$ cat config.mk
export PLATFORM = sky130hd
export DESIGN_NAME = char_relay_queue
export DESIGN_NICKNAME = d
export VERILOG_FILES = /design/src/rtl/relay_pkg.sv /design/src/rtl/relay_ring_mem.sv /design/src/rtl/relay_ptrs.sv /design/src/rtl/relay_ctrl.sv /design/src/rtl/char_relay_queue.sv
export SDC_FILE = /design/constraint.sdc
export NUM_CORES = 1
export LEC_CHECK = 0
export BUFFER_PORTS_ARGS = -buffer_cell sky130_fd_sc_hd__buf_2
export CAP_MARGIN = 20
export CORE_UTILIZATION = 41
export DETAILED_ROUTE_END_ITERATION = 8
export PLACE_DENSITY = 0.58
export SYNTH_ARGS = -nofsm -noshare
export SYNTH_HDL_FRONTEND = slang
export SYNTH_SLANG_ARGS = --single-unit
$ cat constraint.sdc
create_clock -name clk -period 9.8 [get_ports clk]
set_input_delay 2.94 -clock clk [delete_from_list [all_inputs] [get_ports clk]]
set_output_delay 2.94 -clock clk [all_outputs]
set_load 0.02 [all_outputs]
$ cat src/rtl/relay_pkg.sv
package relay_pkg;

  // Where the byte for an output start comes from in a given cycle
  typedef enum logic [1:0] {
    SRC_NONE   = 2'd0,
    SRC_QUEUE  = 2'd1,
    SRC_BYPASS = 2'd2
  } relay_src_e;

  // Decisions taken in one cycle
  typedef struct packed {
    logic accept;
    logic drop;
    logic pop_done;
    logic self_start;
  } relay_dec_t;

endpackage

$ cat src/rtl/relay_ring_mem.sv
module relay_ring_mem #(
  parameter int DEPTH  = 8,
  parameter int DATA_W = 8,
  parameter int PTR_W  = $clog2(DEPTH)
) (
  input  logic              clk,
  input  logic              we,
  input  logic [PTR_W-1:0]  waddr,
  input  logic [DATA_W-1:0] wdata,
  input  logic [PTR_W-1:0]  raddr,
  output logic [DATA_W-1:0] rdata
);

  logic [DATA_W-1:0] slot [DEPTH];

  for (genvar i = 0; i < DEPTH; i++) begin : g_slot
    always_ff @(posedge clk) begin
      if (we && waddr == PTR_W'(i)) slot[i] <= wdata;
    end
  end

  assign rdata = slot[raddr];

endmodule

$ cat src/rtl/relay_ptrs.sv
module relay_ptrs #(
  parameter int DEPTH = 8,
  parameter int PTR_W = $clog2(DEPTH),
  parameter int CNT_W = $clog2(DEPTH)
) (
  input  logic             clk,
  input  logic             rst_n,
  input  logic             push,
  input  logic             pop,
  output logic [PTR_W-1:0] head,
  output logic [PTR_W-1:0] tail,
  output logic [CNT_W-1:0] occ,
  output logic             empty
);

  localparam logic [PTR_W-1:0] LAST = PTR_W'(DEPTH - 1);

  logic [PTR_W-1:0] head_q, tail_q;
  logic [PTR_W:0]   diff;

  always_ff @(posedge clk) begin
    if (!rst_n) begin
      head_q <= '0;
      tail_q <= '0;
    end else begin
      if (push) tail_q <= (tail_q == LAST) ? '0 : tail_q + 1'b1;
      if (pop)  head_q <= (head_q == LAST) ? '0 : head_q + 1'b1;
    end
  end

  always_comb begin
    if (tail_q >= head_q) diff = {1'b0, tail_q} - {1'b0, head_q};
    else                  diff = (PTR_W+1)'(DEPTH) + {1'b0, tail_q} - {1'b0, head_q};
  end

  assign head  = head_q;
  assign tail  = tail_q;
  assign occ   = CNT_W'(diff);
  assign empty = (head_q == tail_q);

  AST_OCC_LIMIT: assert property (@(posedge clk) disable iff (!rst_n)
    {1'b0, occ} <= (CNT_W+1)'(DEPTH - 1));
  AST_NO_PUSH_FULL: assert property (@(posedge clk) disable iff (!rst_n)
    (push && !pop) |-> ({1'b0, occ} < (CNT_W+1)'(DEPTH - 1)));
  AST_POP_HAS_DATA: assert property (@(posedge clk) disable iff (!rst_n)
    pop |-> (!empty || push));

endmodule

$ cat src/rtl/relay_ctrl.sv
module relay_ctrl
  import relay_pkg::*;
#(
  parameter int DEPTH  = 8,
  parameter int DATA_W = 8,
  parameter int CNT_W  = $clog2(DEPTH)
) (
  input  logic              clk,
  input  logic              rst_n,
  input  logic              in_valid,
  input  logic [DATA_W-1:0] in_data,
  input  logic              out_done,
  input  logic [CNT_W-1:0]  occ,
  input  logic              empty,
  input  logic [DATA_W-1:0] head_data,
  output logic              push,
  output logic              pop,
  output logic [DATA_W-1:0] out_data,
  output logic              out_start,
  output logic              in_clr,
  output logic              err
);

  localparam logic [CNT_W:0] CAP = (CNT_W+1)'(DEPTH - 1);

  relay_dec_t        dec;
  relay_src_e        src;
  logic [CNT_W:0]    occ_mid;
  logic [DATA_W-1:0] data_q;
  logic              start_q, clr_q, err_q;

  always_comb begin
    dec.pop_done   = out_done && !empty;
    // the pop from a completion counts before the push is judged
    occ_mid        = {1'b0, occ} - (CNT_W+1)'(dec.pop_done);
    dec.accept     = in_valid && (occ_mid < CAP);
    dec.drop       = in_valid && !dec.accept;
    dec.self_start = dec.accept && !dec.pop_done && empty;
    if (dec.pop_done)        src = SRC_QUEUE;
    else if (dec.self_start) src = SRC_BYPASS;
    else                     src = SRC_NONE;
  end

  assign push = dec.accept;
  assign pop  = dec.pop_done || dec.self_start;

  always_ff @(posedge clk) begin
    if (!rst_n) begin
      data_q  <= '0;
      start_q <= 1'b0;
      clr_q   <= 1'b0;
      err_q   <= 1'b0;
    end else begin
      start_q <= (src != SRC_NONE);
      clr_q   <= in_valid;
      if (dec.drop) err_q <= 1'b1;
      case (src)
        SRC_QUEUE:  data_q <= head_data;
        SRC_BYPASS: data_q <= in_data;
        default:    data_q <= data_q;
      endcase
    end
  end

  assign out_data  = data_q;
  assign out_start = start_q;
  assign in_clr    = clr_q;
  assign err       = err_q;

  AST_CLR_FOLLOWS: assert property (@(posedge clk) disable iff (!rst_n)
    in_valid |=> in_clr);
  AST_ERR_STICKY: assert property (@(posedge clk) disable iff (!rst_n)
    err |=> err);
  AST_START_CAUSE: assert property (@(posedge clk) disable iff (!rst_n)
    out_start |-> $past(in_valid || out_done));
  AST_DATA_HELD: assert property (@(posedge clk) disable iff (!rst_n)
    !out_start |-> $stable(out_data));

endmodule

$ cat src/rtl/char_relay_queue.sv
module char_relay_queue #(
  parameter int DEPTH  = 8,
  parameter int DATA_W = 8
) (
  input  logic                      clk,
  input  logic                      rst_n,
  input  logic                      in_valid,
  input  logic [DATA_W-1:0]         in_data,
  output logic                      in_clr,
  output logic [DATA_W-1:0]         out_data,
  output logic                      out_start,
  input  logic                      out_done,
  output logic [$clog2(DEPTH)-1:0]  occupancy,
  output logic                      overflow_err
);

  localparam int PTR_W = $clog2(DEPTH);
  localparam int CNT_W = $clog2(DEPTH);

  logic [PTR_W-1:0]  head, tail;
  logic [CNT_W-1:0]  occ;
  logic              empty, push, pop;
  logic [DATA_W-1:0] head_data;

  relay_ptrs #(.DEPTH(DEPTH), .PTR_W(PTR_W), .CNT_W(CNT_W)) u_ptrs (
    .clk(clk), .rst_n(rst_n), .push(push), .pop(pop),
    .head(head), .tail(tail), .occ(occ), .empty(empty)
  );

  relay_ring_mem #(.DEPTH(DEPTH), .DATA_W(DATA_W), .PTR_W(PTR_W)) u_mem (
    .clk(clk), .we(push), .waddr(tail), .wdata(in_data),
    .raddr(head), .rdata(head_data)
  );

  relay_ctrl #(.DEPTH(DEPTH), .DATA_W(DATA_W), .CNT_W(CNT_W)) u_ctrl (
    .clk(clk), .rst_n(rst_n), .in_valid(in_valid), .in_data(in_data),
    .out_done(out_done), .occ(occ), .empty(empty), .head_data(head_data),
    .push(push), .pop(pop), .out_data(out_data), .out_start(out_start),
    .in_clr(in_clr), .err(overflow_err)
  );

  assign occupancy = occ;

endmodule

---- Word-level counts from Yosys, hierarchy flattened ----
Memories as Yosys holds them, arrays and structs flattened. A register that Yosys moved wholly into a read port is not among the register bits.
Index checks and enable logic that the tools add are counted.
word-level totals
  register bits after elaboration ......... 17
  logic and storage cells ................. 98
  output and inout bits ................... 14
  memories ................................ 1
  input port bits ......................... 12
  RAM bits ................................ 64
memory list
  memory      depth  bits a word  rd ports  clocked after memory_dff  wr ports  line                  text
  u_mem.slot  8      8            1         1                         1         relay_ring_mem.sv:14  logic [DATA_W-1:0] slot [DEPTH];
operators by class
  $add $sub $neg .......................... 6
  magnitude comparators ................... 2
  multiplexer cells ....................... 45
  reduce and logical (&&, ||, !) cells .... 27
  equality and inequality tests ........... 11
operators by type and width
  cell                                                                    number
  8-bit two-way mux                                                       7
  8-bit OR reduction                                                      7
  3-bit two-way mux                                                       12
  1-bit two-way mux                                                       23
  8-bit one-hot mux with 2 select lines                                   1
  3-bit equality test (second input constant)                             5
  1-bit logical AND                                                       13
  3-bit by 1-bit adder with 3-bit output (second input constant)          2
  3-bit by 2-bit equality test with 1-bit output (second input constant)  2
  3-bit subtractor                                                        2
  4-bit by 3-bit < comparator with 1-bit output (second input constant)   1
  2-bit two-way mux                                                       2
  2-bit nonzero test                                                      2
  3-bit by 1-bit subtractor with 4-bit output                             1
  1-bit by 3-bit adder with 3-bit output (first input constant)           1
  3-bit by 1-bit equality test with 1-bit output (second input constant)  1
  3-bit equality test                                                     1
  3-bit greater-or-equal comparator                                       1
  1-bit zero test                                                         3
  3-bit zero test                                                         1
  2-bit by 1-bit equality test with 1-bit output (second input constant)  1
  2-bit equality test (second input constant)                             1
  1-bit logical OR                                                        1

---- Depth between registers and ports, before layout ----
  depth after elaboration ................. 17
  depth in mapped cells ................... 15
  mapped depth without buffers ............ 12

---- By module ----
A second synthesis with hierarchy kept.
second synthesis, totals
  cell total of the unflattened synthesis .. 194
  area, all modules ....................... 3407.0 µm²
modules (own cells, without submodules)
  module          area an instance (µm²)  seq. area each (µm²)  cells each  times used
  relay_ring_mem  2531.2                  1921.8                106         1
  relay_ctrl      509.2                   220.2                 50          1
  relay_ptrs      366.6                   120.1                 38          1

---- Worst setup path before layout ----
Ideal clock, no wire load.
  path type ............................... input to register
  from .................................... input port out_done
  to ...................................... memory u_mem.slot[4][0] (enable)
  library setup time ...................... 0.310 ns
  slack ................................... 4.702 ns
  data required time ...................... 9.490 ns
  cell stages on the path ................. 10
  buffers on the path ..................... 2
  data arrival time ....................... 4.787 ns
  path through ............................ o21ai_0 clkbuf_1 inv_1 ha_1 ha_1 xor2_1 xnor2_1 o211a_1 buf_6 and3_2
between the ends
  cells in the longest elaborated chain, start to end .. 15
  elaborated cells on any way between the ends .. 49
  those cells by class .................... add/sub (1); order compare (1); mux (30); reduce/logical (17)
ends and longest elaborated chain
  what                                                                           line                    text
  from (decl)                                                                    char_relay_queue.sv:12  input logic out_done,
  1-bit logical AND *                                                            relay_ctrl.sv:33        dec.pop_done = out_done && !empty;
  3-bit by 1-bit subtractor with 4-bit output *                                  relay_ctrl.sv:35        occ_mid = {1'b0, occ} - (CNT_W+1)'(dec.pop_done);
  4-bit by 3-bit < comparator with 1-bit output *                                relay_ctrl.sv:36        dec.accept = in_valid && (occ_mid < CAP);
  1-bit logical AND *                                                            relay_ctrl.sv:36
  1-bit logical AND                                                              relay_ring_mem.sv:18    if (we && waddr == PTR_W'(i)) slot[i] <= wdata;
  1-bit two-way mux                                                              relay_ring_mem.sv:18
  1-bit two-way mux (not written as such)                                        relay_ring_mem.sv:18
  8-bit OR reduction (no line)                                                   -
  3-bit two-way mux (no line) or 1-bit two-way mux (tied branches) (7 in a row)  -
  to (decl)                                                                      relay_ring_mem.sv:14
Mark *: on every way between the ends. The rest lies on a longest branch, timed or not.

==> metrics.md <==
| Metric | Value |
|---|---|
| Outcome | completed |
| Top_reg_cell synth | edfxtp_1 |
| Setup TNS Final | 0 ps |
| DIE HEIGHT | 94.8 um |
| Worst r2r src | u_ptrs.tail[0] |
| TritonCTS buffer count | 9 |
| Vias in the first global route | 1881 |
| Clk sinks | 84 |
| Static leakage | 1.42 nW |
| Hold buffers post-CTS | 0 |
| Ys async rst share | 0 |
| RSZ-0062 raised after global routing | false |
| Slew Limit Headroom | 0.434 |
| Syn_area_per_cell | 16.2 um^2 |
| Initial antenna violation count | 0 |
| Max Cap Violations | 0 |
| Req. time, crit path | 10020 ps |
| Worst setup SP type | input pin |
| Clock transition at the registers of the reported paths | 80 ps |
| Post-Syn Nets | 243 |
| Worst Setup SP | out_done |
| I/O Pins | 26 |
| Multi-input logic area | 0.00109 mm^2 |
| Final Hold Fails | 0 |
| CP Buf/Inv Count | 3 |
| Post-Syn Area | 0.00353 mm^2 |
| Initial Util | 0.428 |
| Synth Register Bits | 84 |
| Setup Fix Bufs, Post-CTS | 0 |
| Routed WL | 6810 um |
| Clock skew | 6.72 ps |
| Largest net degree at the start of global routing | 22 |
| CTS-repair resized insts | 0 |
| Avg WL per Cell | 19.2 um |
| DIE AREA | 0.00899 mm^2 |
| Antenna viol nets, final | 0 |
| Nets@finish | 269 |
| Hold Startpoint | u_ctrl.out_data[4] |
| DRT iter0 DRCs | 106 |
| Worst path arrival time | 5330 ps |
| Min Tclk post-route | 5100 ps |
| Share of cells above drive strength 1 | 0.269 |
| Post-synthesis instance total | 218 |
| Number of port buffers | 25 |
| Max-slew violation count | 0 |
| Total design power | 1.11 mW |
| Skew-Pair Late Insertion Delay | 350 ps |
| Via/cell ratio | 5.27 |
| Inst Count DP | 338 |
| Largest stage delay, worst path | 650 ps |
| CP Capture Type | flop |
| Crit Path Max Fanout | 21 |
| CTS max path bufs | 2 |
| Register area | 0.00232 mm^2 |
| DP HPWL | 4340 um |
| GRT Total Usage | 0.164 |
| Htree depth | 3 |
| Pwr Density | 284 mW/mm^2 |
| Final std cells w/o fill | 354 |
| Number of synthesized flops with an enable pin | 64 |
| Total gr overflow | 0 |
| First-pass GRT wire length | 10400 um |
| Layout fillers | 738 |
| Area grow syn2layout | 10.1% |
| Vias | 1864 |
| CP max stage cell | o211ai_2 |
| TritonCTS clock tree | yes |
| CP cell instances | buf_2 > o21ai_1 > buf_4 > inv_1 > ha_1 > ha_1 > or2_2 > o211ai_2 > and2_1 > o21ai_0 |
| Die Wd | 94.8 um |
| Worst slew pin tran | 847 ps |
| Cell family with most CP delay | compound AO/OA/AOI/OAI gates |
| Unique masters post-synth | 36 |
| Peak supply drop | 85.0 uV |
| Synth warnings | 0 |
| Detailed Routing Iterations Pass 1 | 4 |
| CP most frequent cell | ha_1 |
| Tcrit/Tclk final | 0.521 |
| Clock root cell | clkbuf_8 |
| Num rows | 33 |
| Placer Congestion | 0.784 |
| Sequential area share after synthesis | 0.657 |
| Critical path class | input pin to flop |
| HP Class | flop to flop |
| Ant. Diodes | 0 |
| DRC violations left | 0 |
| F_max | 196 MHz |
| Core area | 0.00826 mm^2 |
| Setup-violating endpoint count in the final report | 0 |
-- report_power, final --
| group | internal (mW) | switching (mW) |
|---|---|---|
| registers | 0.441 | 0.0350 |
| logic | 0.184 | 0.237 |
| clock network | 0.0891 | 0.120 |
-- tightest hold or removal path, stage by stage, from the launching register on --
cell and delay (ps):
dfxtp_1 310, nand2_1 50, a21oi_1 50
-- state kept, by name, indices dropped and copies added, names as in the netlist, named ones only --
| signal | cells |
|---|---|
| u_mem.slot | 64 |
| u_ctrl.out_data | 8 |
| u_ptrs.head | 3 |
| u_ptrs.tail | 3 |
| u_ctrl.err | 1 |
| u_ctrl.in_clr | 1 |
| u_ctrl.out_start | 1 |
-- through the flow --
stage                     hold slack, ps  worst slack (ps)  cell area, um^2  utilization
final                                461              4700             3890        0.471
after global routing                 486              4530             3890        0.471
after CTS                            464              4690             3890        0.471
after detailed placement             452              4330             3730        0.452
after global placement               447              4430             3730        0.452
after floorplan                      504              4700             3530            -
-- path summary, 6_finish.rpt --
path	cells after the start	end	slack, ps
worst max-delay path	10	flop	4700
worst min-delay path	2	u_ctrl.out_data[4]	460
worst max register to register	12	flop	6400
worst min register to register	2	u_ctrl.out_data[4]	460
-- per-layer routing --
metal,part of all wire,wire length [um],global-route usage
met1,0.45,3090,0.215
met4,0.0078,53,0.0568
met3,0.060,407,0.0531
met5,0,0,0
met2,0.48,3270,0.258
-- layout by cell type (no fill, tap or decap), types with 2 or more instances in the layout --
master      netlist  layout
edfxtp_1         64      64
buf_2             1      25
dfxtp_1          20      20
mux4_2           16      16
inv_1            12      12
ha_1             12      12
mux2i_1          10      10
o21ai_0          10       9
o21a_1            9       9
clkbuf_8          0       9
nand2_1           8       8
and3_2            6       6
and2_1            4       4
a21oi_1           4       4
o22ai_1           4       4
and3_1            4       4
nand4_1           3       3
clkinv_1          0       3
xor2_1            2       2
nand3b_1          2       2
and2_2            2       2
nor2_1            2       2
nor2b_1           2       2
clkinvlp_4        0       2
buf_4             1       2
-- synthesized netlist by cell type (4+ instances only) --
cell / count / share of area
o22ai_1: 4 / 0.0071
nand2_1: 8 / 0.0085
dfxtp_1: 20 / 0.11
clkbuf_1: 4 / 0.0042
o21a_1: 9 / 0.019
mux4_2: 16 / 0.10
and3_2: 6 / 0.013
and3_1: 4 / 0.0071
mux2i_1: 10 / 0.028
a21oi_1: 4 / 0.0057
inv_1: 12 / 0.013
edfxtp_1: 64 / 0.54
o21ai_0: 10 / 0.014
ha_1: 12 / 0.043
and2_1: 4 / 0.0071
-- area by class of cell --
type / instances / share of cell area
flip-flops and latches: 84 / 0.597
multi-input cells: 110 / 0.281
repair buffers: 27 / 0.0360
well taps: 105 / 0.0338
clock buffers: 10 / 0.0328
inverters: 12 / 0.0116
clock inverters: 6 / 0.00804
-- cells by family after synthesis --
logic type | synth area share
mux | 0.135
flops | 0.657
fa+ha+maj | 0.0482
xor+xnor | 0.0120
simple gates | 0.0595
compound gates | 0.0546
buf+inv | 0.0336
Power figures use the tool's default switching activity.
